--- config.mk ---
export PLATFORM = sky130hd
export DESIGN_NAME = dual_phase_timer
export DESIGN_NICKNAME = d
export VERILOG_FILES = /design/src/rtl/dpt_pkg.sv /design/src/rtl/dpt_prescaler.sv /design/src/rtl/dpt_sequencer.sv /design/src/rtl/dpt_stage.sv /design/src/rtl/dual_phase_timer.sv
export SDC_FILE = /design/constraint.sdc
export NUM_CORES = 1
export LEC_CHECK = 0
export BUFFER_PORTS_ARGS = -buffer_cell sky130_fd_sc_hd__buf_2
export CORE_UTILIZATION = 45
export CTS_CLUSTER_SIZE = 28
export DETAILED_ROUTE_END_ITERATION = 8
export GPL_TIMING_DRIVEN = 0
export PLACE_DENSITY = 0.7
export SYNTH_ARGS = -nofsm -noshare
export SYNTH_HDL_FRONTEND = slang
export SYNTH_SLANG_ARGS = --single-unit
--- constraint.sdc ---
create_clock -name clk -period 3.5 [get_ports clk]
set_input_delay 0.35 -clock clk [delete_from_list [all_inputs] [get_ports clk]]
set_output_delay 0.35 -clock clk [all_outputs]
set_load 0.005 [all_outputs]
--- src/rtl/dpt_pkg.sv ---
// Shared definitions for the two-phase cascaded delay timer.
// Assumes ten sequencer positions and a 4-bit position select.
package dpt_pkg;

    localparam int SEQ_POSITIONS = 10;
    localparam int POS_W         = 4;
    localparam int STAGES        = 2;

    typedef enum logic [1:0] {
        PH_WAIT  = 2'b00,
        PH_COUNT = 2'b01,
        PH_DONE  = 2'b10
    } phase_e;

    // Map a raw position select onto the legal range 1..SEQ_POSITIONS-1
    function automatic logic [POS_W-1:0] clamp_pos(input logic [POS_W-1:0] raw);
        logic [POS_W-1:0] top_pos;
        top_pos = POS_W'(SEQ_POSITIONS - 1);
        if (raw == '0) begin
            return POS_W'(1);
        end
        if (raw > top_pos) begin
            return top_pos;
        end
        return raw;
    endfunction

endpackage

--- src/rtl/dpt_prescaler.sv ---
// Free-running binary prescaler with a selectable tap.
// Emits a one-cycle tick on the clock edge at which the chosen bit
// rises. The clear input zeroes the count; the hold input freezes it.
// Assumes tap_sel values beyond CNT_W-1 are clamped to the top bit.
module dpt_prescaler #(
    parameter int CNT_W = 8,
    parameter int TAP_W = $clog2(CNT_W)
) (
    input  logic             clk,
    input  logic             rst_n,
    input  logic             clear,
    input  logic             hold,
    input  logic [TAP_W-1:0] tap_sel,
    output logic             tick
);

    localparam logic [TAP_W-1:0] TAP_MAX = TAP_W'(CNT_W - 1);

    logic [CNT_W-1:0] count_q;
    logic [CNT_W-1:0] count_nxt;
    logic [TAP_W-1:0] tap_eff;

    // Limit the tap index to an existing counter bit
    always_comb begin
        tap_eff = (tap_sel > TAP_MAX) ? TAP_MAX : tap_sel;
    end

    // Next count and rising-edge detection of the chosen bit
    always_comb begin
        count_nxt = count_q + CNT_W'(1);
        tick      = !hold && !clear && count_nxt[tap_eff] && !count_q[tap_eff];
    end

    // Counter register: cleared by reset or clear, frozen by hold
    always_ff @(posedge clk) begin
        if (!rst_n || clear) begin
            count_q <= '0;
        end else if (!hold) begin
            count_q <= count_nxt;
        end
    end

endmodule

--- src/rtl/dpt_sequencer.sv ---
// Ten-position one-hot sequencer. Position 0 is active after reset or
// clear; each advance pulse rotates the active bit to the next
// position. Assumes advance is a one-cycle enable.
module dpt_sequencer #(
    parameter int POSITIONS = 10
) (
    input  logic                 clk,
    input  logic                 rst_n,
    input  logic                 clear,
    input  logic                 advance,
    output logic [POSITIONS-1:0] ring
);

    localparam logic [POSITIONS-1:0] HOME = POSITIONS'(1);

    logic [POSITIONS-1:0] ring_q;
    logic [POSITIONS-1:0] ring_rot;

    // Rotated copy built bit by bit
    for (genvar p = 0; p < POSITIONS; p++) begin : g_rot
        if (p == 0) begin : g_wrap
            assign ring_rot[p] = ring_q[POSITIONS-1];
        end else begin : g_shift
            assign ring_rot[p] = ring_q[p-1];
        end
    end

    // Ring register: home on reset or clear, rotate on advance
    always_ff @(posedge clk) begin
        if (!rst_n || clear) begin
            ring_q <= HOME;
        end else if (advance) begin
            ring_q <= ring_rot;
        end
    end

    assign ring = ring_q;

endmodule

--- src/rtl/dpt_stage.sv ---
// One timing stage: prescaler, sequencer and a sticky done flag.
// While enable is low the stage is held cleared. On the tick that
// moves the sequencer into the chosen position, done sets. Done then
// freezes the prescaler, so the sequencer stays put as well.
// Assumes pos_sel is clamped to 1..9 through the package helper.
module dpt_stage
    import dpt_pkg::*;
#(
    parameter int CNT_W = 8,
    parameter int TAP_W = $clog2(CNT_W)
) (
    input  logic             clk,
    input  logic             rst_n,
    input  logic             enable,
    input  logic [TAP_W-1:0] tap_sel,
    input  logic [POS_W-1:0] pos_sel,
    output logic             done
);

    logic                     tick;
    logic                     done_q;
    logic [SEQ_POSITIONS-1:0] ring;
    logic [POS_W-1:0]         pos_eff;
    logic [POS_W-1:0]         pos_before;
    logic                     reach;

    // Prescaler frozen once the stage has finished
    dpt_prescaler #(
        .CNT_W (CNT_W),
        .TAP_W (TAP_W)
    ) u_presc (
        .clk     (clk),
        .rst_n   (rst_n),
        .clear   (!enable),
        .hold    (done_q),
        .tap_sel (tap_sel),
        .tick    (tick)
    );

    // Sequencer stepped by the prescaler tick
    dpt_sequencer #(
        .POSITIONS (SEQ_POSITIONS)
    ) u_seq (
        .clk     (clk),
        .rst_n   (rst_n),
        .clear   (!enable),
        .advance (tick),
        .ring    (ring)
    );

    // Position just before the finishing one
    always_comb begin
        pos_eff    = clamp_pos(pos_sel);
        pos_before = pos_eff - POS_W'(1);
        reach      = tick && ring[pos_before];
    end

    // Sticky done flag set on the finishing tick
    always_ff @(posedge clk) begin
        if (!rst_n || !enable) begin
            done_q <= 1'b0;
        end else if (reach) begin
            done_q <= 1'b1;
        end
    end

    assign done = done_q;

endmodule

--- src/rtl/dual_phase_timer.sv ---
// Two-phase cascaded delay timer. Stage 0 times the start delay and is
// always enabled out of reset; stage 1 is held cleared until stage 0
// is done and then times the countdown. The load output follows the
// done flag of stage 1 and the phase output encodes progress.
// Assumes one clock domain and a synchronous active-low reset.
module dual_phase_timer
    import dpt_pkg::*;
#(
    parameter  int PRESC_W = 8,
    localparam int TAP_W   = $clog2(PRESC_W)
) (
    input  logic             clk,
    input  logic             rst_n,
    input  logic [TAP_W-1:0] start_tap_sel,
    input  logic [3:0]       start_pos_sel,
    input  logic [TAP_W-1:0] run_tap_sel,
    input  logic [3:0]       run_pos_sel,
    output logic             load_o,
    output logic [1:0]       phase_o
);

    logic [STAGES-1:0] stage_done;
    logic [TAP_W-1:0]  tap_arr [STAGES];
    logic [POS_W-1:0]  pos_arr [STAGES];
    phase_e            phase;

    // Gather per-stage selects into arrays
    always_comb begin
        tap_arr[0] = start_tap_sel;
        tap_arr[1] = run_tap_sel;
        pos_arr[0] = start_pos_sel;
        pos_arr[1] = run_pos_sel;
    end

    // Chain of stages, each released by the done flag of the previous
    for (genvar s = 0; s < STAGES; s++) begin : g_stage
        logic stage_en;
        if (s == 0) begin : g_first
            assign stage_en = 1'b1;
        end else begin : g_next
            assign stage_en = stage_done[s-1];
        end
        dpt_stage #(
            .CNT_W (PRESC_W),
            .TAP_W (TAP_W)
        ) u_stage (
            .clk     (clk),
            .rst_n   (rst_n),
            .enable  (stage_en),
            .tap_sel (tap_arr[s]),
            .pos_sel (pos_arr[s]),
            .done    (stage_done[s])
        );
    end

    // Phase decode from the stage done flags
    always_comb begin
        if (stage_done[STAGES-1]) begin
            phase = PH_DONE;
        end else if (stage_done[0]) begin
            phase = PH_COUNT;
        end else begin
            phase = PH_WAIT;
        end
    end

    assign phase_o = phase;
    assign load_o  = stage_done[STAGES-1];

endmodule

Word level (Yosys, flattened, before mapping)
Index checks and enable logic that the tools add are counted.
- flip-flop bits (word level): 38
- input port bits: 16
- output and inout port bits: 3
- add/subtract/negate cells: 4
- magnitude comparators: 8
- muxes and demuxes: 30
- reduce and logical (&&, ||, !) cells: 15
- operators with widths (kind ; number):
    4-bit 2-to-1 mux ; 8
    8-bit by 1-bit adder with 8-bit output, second input constant ; 2
    1-bit 2-to-1 mux ; 13
    1-bit binary-select mux with 3-bit select ; 4
    4-bit by 5-bit < comparator with 1-bit output, second input constant ; 2
    1-bit binary-select mux with 4-bit select ; 2
    4-bit greater-than comparator, second input constant ; 2
    4-bit logical NOT ; 2
    3-bit by 4-bit < comparator with 1-bit output, second input constant ; 2
    4-bit by 1-bit subtractor with 4-bit output, second input constant ; 2
    1-bit logical AND ; 7
    3-bit greater-than comparator, second input constant ; 2
    3-bit 2-to-1 mux ; 2
    1-bit logical NOT ; 5
    2-bit 2-to-1 mux ; 1
    1-bit logical OR ; 1

Logic depth before layout (Yosys ltp)
Gate-level depths: netlist of run 1.
- word-level depth: 9
- depth in mapped cells: 11

Hierarchy
From an unflattened synthesis of run 1, not the netlist that was laid out.
- cells, all modules: 279
- area, all modules: 2429.8 sq um
- modules (own cells, without submodules) (module ; instances ; cells each ; area an instance (sq um) ; seq. area each (sq um)):
    dpt_prescaler ; 2 ; 60 ; 494.2 ; 160.2
    dpt_sequencer ; 2 ; 33 ; 371.6 ; 200.2
    dpt_stage ; 2 ; 45 ; 336.6 ; 20.0
    dual_phase_timer ; 1 ; 3 ; 25.0 ; 0.0

Least setup slack after synthesis of run 1
No wires, ideal clock.
- path type: input -> register
- from: input run_pos_sel[1]
- to: register g_stage[1].u_stage.done_q
- setup time: 0.121 ns
- data arrival time: 1.964 ns
- setup slack: 1.415 ns
- cell stages on the path: 10
- cell sequence: or3_1 > nand3b_1 > inv_1 > ha_1 > clkbuf_1 > a22o_1 > a21oi_1 > o211ai_1 > nand4_1 > o21ai_0
- longest elaborated chain between the ends: 9
- RTL lines (element ; line ; RTL):
    from (decl) ; dual_phase_timer.sv:17 ; input logic [3:0] run_pos_sel,
    4-bit greater-than comparator ; dpt_pkg.sv:22 ; if (raw > top_pos) begin
    1-bit 2-to-1 mux (2 in series) ; dpt_pkg.sv:22 ;
    4-bit 2-to-1 mux ; dpt_pkg.sv:25 ; return raw;
    4-bit 2-to-1 mux * ; dpt_pkg.sv:22 ;
    4-bit by 1-bit subtractor with 4-bit output * ; dpt_stage.sv:54 ; pos_before = pos_eff - POS_W'(1);
    1-bit binary-select mux with 4-bit select * ; dpt_stage.sv:55 ; reach = tick && ring[pos_before];
    1-bit 2-to-1 mux (not written as such) * ; dpt_stage.sv:55 ;
    1-bit logical AND * ; dpt_stage.sv:55 ;
    to (signal assigned) ; dpt_stage.sv:61 ; done_q <= 1'b0;
    to (signal assigned) ; dpt_stage.sv:63 ; done_q <= 1'b1;
    to (decl) ; dpt_stage.sv:21 ; logic done_q;
Mark *: on every way between the ends. The rest lies on a longest branch, timed or not. The select of a mux whose other input is x is not followed.
A chain may end at the register's enable or synchronous reset.

Final worst setup path of run 1
Same ends and word-level chain as after synthesis.

==> impl_results.md, run 1 <==
* Status: complete, no violations
* Post_cts resized at 0
* Fin. Hold Viols at 0
* ANT cells at 0
* Leak at 0.000866 uW
* Post-synth top flop: dfxtp_1
* Cells after synthesis at approximately 260
* Max Freq at 0.456 GHz
* GPL Wtd Cong at between 0.8 and 0.9
* Layout cell share with drive strength beyond 1 at 0.156
* Cell area after layout at 2480 um2
* Synth unique cells at 54
* Max-slew headroom at 0.666
* WL per Instance at 13.1 um
* Critical path class: in -> reg
* DR vias at a little under 2000
* ANT nets after route at 0
* GRT overflow at 0
* Drt first pass iters at 5
* Max VDD drop at 0.170 mV
* CTS tree: yes
* Pins Over Slew Limit at 0
* Worst hold slack at between 0.4 and 0.5 ns
* Final HPWL DP at 3.34 mm
* GRT Overall Usage at 0.186
* P&R area growth vs syn at 11.9%
* FF-to-FF path depth at 8
* Horiz. Die Dim at 72.1 um
* Pin count of the biggest net entering global routing at 13
* R2R Path End: g_stage[1].u_stage.u_seq.ring[5]$_SDFFE_PP0P_
* Setup repair after global routing missed its margin: no
* Initial antenna violation count at 0
* Worst-margin pin slew at 0.501 ns
* Synth async-reset ratio at 0
* Placeable Area at 4720 um2
* # Post-CTS Setup Buffers at 0
* Flop2flop setup slack at ~1.3 ns
* FF-to-FF Start: g_stage[1].u_stage.u_presc.count_q[0]$_SDFFE_PP0N_
* Final Cycle Share at 0.627
* Mean Syn Cell Area at 8.42 um2
* Seq/Total Area, Yosys at 0.344
* Placed Area at 2380 um2
* TNS Setup at 0 ns
* EDFF count, synth at 0
* Hold depth at 3
* Power per cell area at 359 nW/um2
* H-Tree Depth at 2
* Number of synthesized register bits at 38
* Root Buffer: clkbuf_8
* NetSw at roughly 240 uW
* Clk sink count at 38
* Fillers at 441
* DRC at 0
* Wire length after detailed routing at 4.65 mm
* Initial DRC count at between 100 and 150
* Part of the power in combinational logic at 0.131
* Hold Path Sink: g_stage[1].u_stage.done$_SDFFE_PP0P_
* # nets final at 307
* Max Clock Skew at 0.00711 ns
* First-pass GRT wire length at ~7.7 mm
* Max-cap violations at 0
* Sw frac at 0.270
* Die area at 5200 um2
* Initial Utilization at 0.469
* Sequential share of power at 0.506
* Launch point of the worst hold path: run_pos_sel[3]
* # IOs at 19
* Commonest non-fill, non-tap cell in the layout: dfxtp_1
* Layout Cells excl Fill at 355
* Hold/Removal Path Class: in -> reg
* Drt via density at 5.57
* Commonest cells after routing, fill and taps aside: dfxtp_1, nand3_1, o21ai_0
* Number of port buffers at 17
* Crit path required time at 3.72 ns
* Worst Path Max Fanout at 8
* # rows at 25
* DIE HEIGHT at 72.1 um
* CTS Hold Bufs at 0
* Worst EP arrival at ~2.4 ns
* Dpl cells at 347
* CTS Buf Count at 5
* Latest clock arrival within the worst-skew pair at 0.30 ns
* Power share of the clock group at 0.363
* Area of the mapped netlist at ~2200 um2
* Crit start category: primary input
* Synth Net Count at roughly 280
* Final min period at 2.19 ns
* Vias in the first global route at about 1800
* Clock Path Buffers at 2
* Crit end category: register
* Clk pin slew, worst setup/hold paths at 0.08 ns
* Setup violations, final at 0
* Synth Warn # at 0
* Internal power at 648 uW
==> cell type report <==
cell class	count	area, um2	area share
multi-input combinational	206	1350	0.546
sequential	38	761	0.307
inverter	6	22.5	0.00909
tap	67	83.8	0.0338
buffer	13	76.3	0.0308
clock buffer	6	82.6	0.0333
clock inverter	2	12.5	0.00505
timing repair buffer	17	85.1	0.0343
==> kinds of logic after synthesis <==
kind of cell,after synthesis,share of synthesized area
and+or+nand+nor,109,0.266
AOI/OAI and AO/OA,67,0.197
muxes,9,0.0594
buffers and inverters,19,0.0447
adders and majority gates,4,0.0226
xor gates and xnor gates,17,0.0673
DFF,38,0.344
==> power by group through the flow <==
stage	Combinational, uW	Sequential, uW	Clock (uW)
floorplan	84.2	457	0
global placement	114	459	0
detailed placement	116	460	0
CTS	116	449	329
global route	129	451	348
finish	116	450	323
==> stage by stage <==
step	utilization	setup WS, ns	power [uW]
2_1_floorplan	-	1.42	541
6_report	0.525	1.31	889
4_1_cts	0.525	1.33	894
3_5_place_dp	0.504	1.02	575
5_1_grt	0.525	1.09	928
3_3_place_gp	0.504	1.08	573
==> flip-flops by register name (all words and copies together), names as in the netlist <==
| name | cells |
|---|---|
| g_stage.u_stage.done | 2 |
| g_stage.u_stage.u_seq.ring | 20 |
| g_stage.u_stage.u_presc.count_q | 16 |
==> cells in the mapped netlist (all sizes together) (2+ instances only) <==
library cell	instances	area share
dfxtp	38	0.34
nand3	31	0.072
o21ai	31	0.072
nand2	17	0.029
nor2	16	0.027
a21oi	14	0.032
xnor2	10	0.040
buf	8	0.026
nor3	8	0.020
nand3b	7	0.024
xor2	7	0.028
and2	6	0.017
inv	6	0.010
mux2i	6	0.027
clkbuf	5	0.0085
nor2b	5	0.014
ha	4	0.023
nor4	4	0.014
o21a	4	0.014
or3	4	0.012
mux4	3	0.032
nand4	3	0.0085
and3	2	0.0057
nand2b	2	0.0057
o2111ai	2	0.0079
o211ai	2	0.0068
o31ai	2	0.0068
or3b	2	0.0079
==> worst max path at each step <==
stage / start / end / slack (ns) / cells after the start
2_1_floorplan: run_pos_sel[1] / g_stage[1].u_stage.done$_SDFFE_PP0P_ / 1.42 / 10
3_3_place_gp: run_pos_sel[1] / g_stage[1].u_stage.done$_SDFFE_PP0P_ / 1.08 / 12
3_5_place_dp: run_pos_sel[1] / g_stage[1].u_stage.done$_SDFFE_PP0P_ / 1.02 / 12
4_1_cts: g_stage[1].u_stage.u_presc.count_q[0]$_SDFFE_PP0N_ / g_stage[1].u_stage.u_seq.ring[5]$_SDFFE_PP0P_ / 1.33 / 8
5_1_grt: run_pos_sel[1] / g_stage[1].u_stage.done$_SDFFE_PP0P_ / 1.09 / 12
6_report: run_pos_sel[1] / g_stage[1].u_stage.done$_SDFFE_PP0P_ / 1.31 / 12
==> critical path, cell delays in order <==
cell and delay (ns):
buf_2 0.13, or3_1 0.37, nand3b_1 0.13, inv_1 0.11, ha_1 0.28, clkbuf_1 0.26, a21oi_1 0.11, o21ai_0 0.17
a32oi_1 0.07, o21ai_0 0.12, nand4_1 0.13, o21ai_0 0.18
==> routing by layer <==
layer  global-route usage  wire, um
met4               0.0828        80
met3               0.0306       101
met5                    0         0
met1                0.221      2170
met2                0.328      2300
Power figures use the tool's default switching activity.
==> inputs of run 2 (changes only) <==
Settings changed: ABC_AREA set to 1, PLACE_DENSITY 0.7 to 0.72.
Clock period 3.5 ns to 1.8 ns, I/O delays scaled along.
==> impl_results.md, run 2 <==
* Max VDD drop at 0.438 mV
* P&R area growth vs syn at 22.3%
* Pins Over Slew Limit at 0
* DR vias at 2202
* # rows at 24
* Layout Cells excl Fill at around 410
* Max Clock Skew at 0.00933 ns
* Fin. Hold Viols at 0
* EDFF count, synth at 0
* Worst EP arrival at between 1.5 and 2 ns
* Final Cycle Share at 0.973
* CTS Buf Count at 5
* Clk sink count at 38
* Layout cell share with drive strength beyond 1 at 0.239
* Initial Utilization at 0.481
* Synth unique cells at 33
* Status: complete, no violations
* Worst hold slack at about 0.18 ns
* Synth Warn # at 0
* H-Tree Depth at 2
* Leak at 0.00115 uW
* DIE HEIGHT at 71.4 um
* Vias in the first global route at 1982
* Synth Net Count at 344
* Cell area after layout at 2650 um2
* Synth async-reset ratio at 0
* Dpl cells at between 300 and 400
* Setup crit start: g_stage[0].u_stage.u_presc.count_q[2]$_SDFFE_PN0N_
* Final min period at 1.75 ns
* Max Freq at 0.571 GHz
* Number of port buffers at 18
* R2R Path End: g_stage[0].u_stage.u_seq.ring[0]$_SDFFE_PN1P_
* Crit end category: register
* Cell taking the most area after synthesis: dfxtp_1
* Placeable Area at 4500 um2
* Multi-input gate area in the final layout at 1320 um2
* Initial DRC count at 131
* GRT overflow at 0
* Seq/Total Area, Yosys at 0.351
* Hold/Removal Path Class: in -> reg
* Reg area at 781 um2
* Root Buffer: clkbuf_8
* GRT Overall Usage at 0.201
* ANT cells at 0
* FF-to-FF path depth at 12
* First-pass GRT wire length at 8.38 mm
* Placed Area at 2320 um2
* Fillers at 423
* DRC at 0
* Setup violations, final at 0
* Clk pin slew, worst setup/hold paths at 0.08 ns
* Commonest non-fill, non-tap cell in the layout: nand2_1
* GPL Wtd Cong at 0.825
* End point of the critical path: g_stage[0].u_stage.u_seq.ring[0]$_SDFFE_PN1P_
* Cell with the most instances after synthesis: nand2_1
* Cells after synthesis at between 300 and 400
* Top-area cell type share of the netlist area at 0.351
* Commonest cells after routing, fill and taps aside: nand2_1, inv_1, nor2_1
* Crit path required time at 1.94 ns
* Drt first pass iters at 4
* Top cells by area, synth: dfxtp_1, nand2_1, nor2_1, nand3_1, o21ai_0
* WL per Instance at 12.2 um
* CTS tree: yes
* Synth top cells by count: nand2_1, nor2_1, inv_1
* Max-slew headroom at 0.731
* Power per cell area at approximately 730 nW/um2
* Wire length after detailed routing at around 5 mm
* Crit start category: register
* # nets final at 380
* Pin count of the biggest net entering global routing at 11
* Max reg flops at 20
* Number of synthesized register bits at 38
* Area of the mapped netlist at 2170 um2
* Mean Syn Cell Area at around 6.7 um2
* Critical path class: reg -> reg
* ANT nets after route at 0
* Worst-margin pin slew at between 0.4 and 0.5 ns
* Latest clock arrival within the worst-skew pair at 0.28 ns
* Final HPWL DP at 3.38 mm
* Post-synth top flop: dfxtp_1
* Initial antenna violation count at 0
* FF-to-FF Start: g_stage[0].u_stage.u_presc.count_q[2]$_SDFFE_PN0N_
* Horiz. Die Dim at 71.4 um
* Die area at approximately 5100 um2
* # IOs at 19
* Drt via density at 5.34
* Flop2flop setup slack at 0.05 ns
* Max-cap violations at 0
* Worst Path Max Fanout at 5
* Clock Path Buffers at 2
-- run 2: cell types whose count changed after synthesis, sizes merged, moves of 6 or more --
cell | previous run | this run
nand2 | 17 | 62
inv | 6 | 42
nor2 | 16 | 52
xnor2 | 10 | 0
and2 | 6 | 0
mux2i | 6 | 0
-- run 2: logic make-up (layout without fill, tap and decap cells) --
group | after synthesis | after routing | share of synthesized area
AOI/OAI and AO/OA | 62 | 62 | 0.162
xor gates and xnor gates | 2 | 2 | 0.00808
adders and majority gates | 4 | 4 | 0.0231
buffers and inverters | 50 | 85 | 0.0981
DFF | 38 | 38 | 0.351
and+or+nand+nor | 168 | 169 | 0.358
-- run 2: through the flow --
step                      TNS (ns)  total power, uW  setup WS [ns]  utilization
after global routing        -0.168             2060        -0.0403        0.589
final                            0             1940         0.0480        0.589
after CTS                        0             1900         0.0113        0.556
after detailed placement     -2.82             1320         -0.338        0.516
after floorplan                  0             1220         0.0789            -
after global placement       -2.45             1310         -0.342        0.516
-- run 2: final cells by class --
| class | instances | area share |
|---|---|---|
| plain buffers | 7 | 0.0227 |
| repair buffers | 28 | 0.0689 |
| well taps | 52 | 0.0245 |
| clock buffers | 7 | 0.0288 |
| multi-input cells | 237 | 0.498 |
| flip-flops and latches | 38 | 0.294 |
| inverters | 43 | 0.0623 |
-- run 2: how the worst min path moves through the flow --
| stage | from | end | slack (ns) | cells past startpoint |
|---|---|---|---|---|
| after CTS | rst_n | g_stage[0].u_stage.u_presc.count_q[5]$_SDFFE_PN0N_ | 0.18 | 3 |
| final | rst_n | g_stage[0].u_stage.u_presc.count_q[5]$_SDFFE_PN0N_ | 0.18 | 3 |
| after global placement | g_stage[1].u_stage.u_seq.ring[9]$_SDFFE_PP0P_ | g_stage[1].u_stage.u_seq.ring[0]$_SDFFE_PP1P_ | 0.44 | 2 |
| after detailed placement | g_stage[1].u_stage.u_seq.ring[9]$_SDFFE_PP0P_ | g_stage[1].u_stage.u_seq.ring[0]$_SDFFE_PP1P_ | 0.47 | 2 |
| after global routing | rst_n | g_stage[0].u_stage.u_presc.count_q[5]$_SDFFE_PN0N_ | 0.19 | 3 |
| after floorplan | rst_n | g_stage[0].u_stage.u_presc.count_q[5]$_SDFFE_PN0N_ | 0.30 | 2 |
-- run 2: metal layers --
metal  GRT usage  routed length, um
met1       0.268               2400
met4      0.0600                 64
met3      0.0338                187
met5           0                  0
met2       0.335               2380
-- run 2: what timing repair did --
item / 4_1_cts / 5_1_grt
endpoints found under the setup margin: 22 / 22
hold buffers: 0 / 0
pin swaps: 3 / 14
buffers inserted: 7 / 3
gates resized for setup: 17 / 41
cloned: 1 / 1
endpoints found under the hold margin: 0 / 0
-- run 2: where the power goes --
part	internal, uW	switching [uW]	total [uW]
clock	267	275	541
sequential	897	60.0	957
combinational	188	249	438
-- run 2: critical path, stage by stage (launching register included) --
cell       delay (ns)
dfxtp_4          0.40
nand3_4          0.11
nor2_4           0.18
nand4_1          0.13
nand3_1          0.13
nand3_2          0.09
nand2_2          0.09
nand2_4          0.07
nand2_4          0.09
inv_4            0.05
clkbuf_16        0.15
nand2_1          0.05
nand3_1          0.07
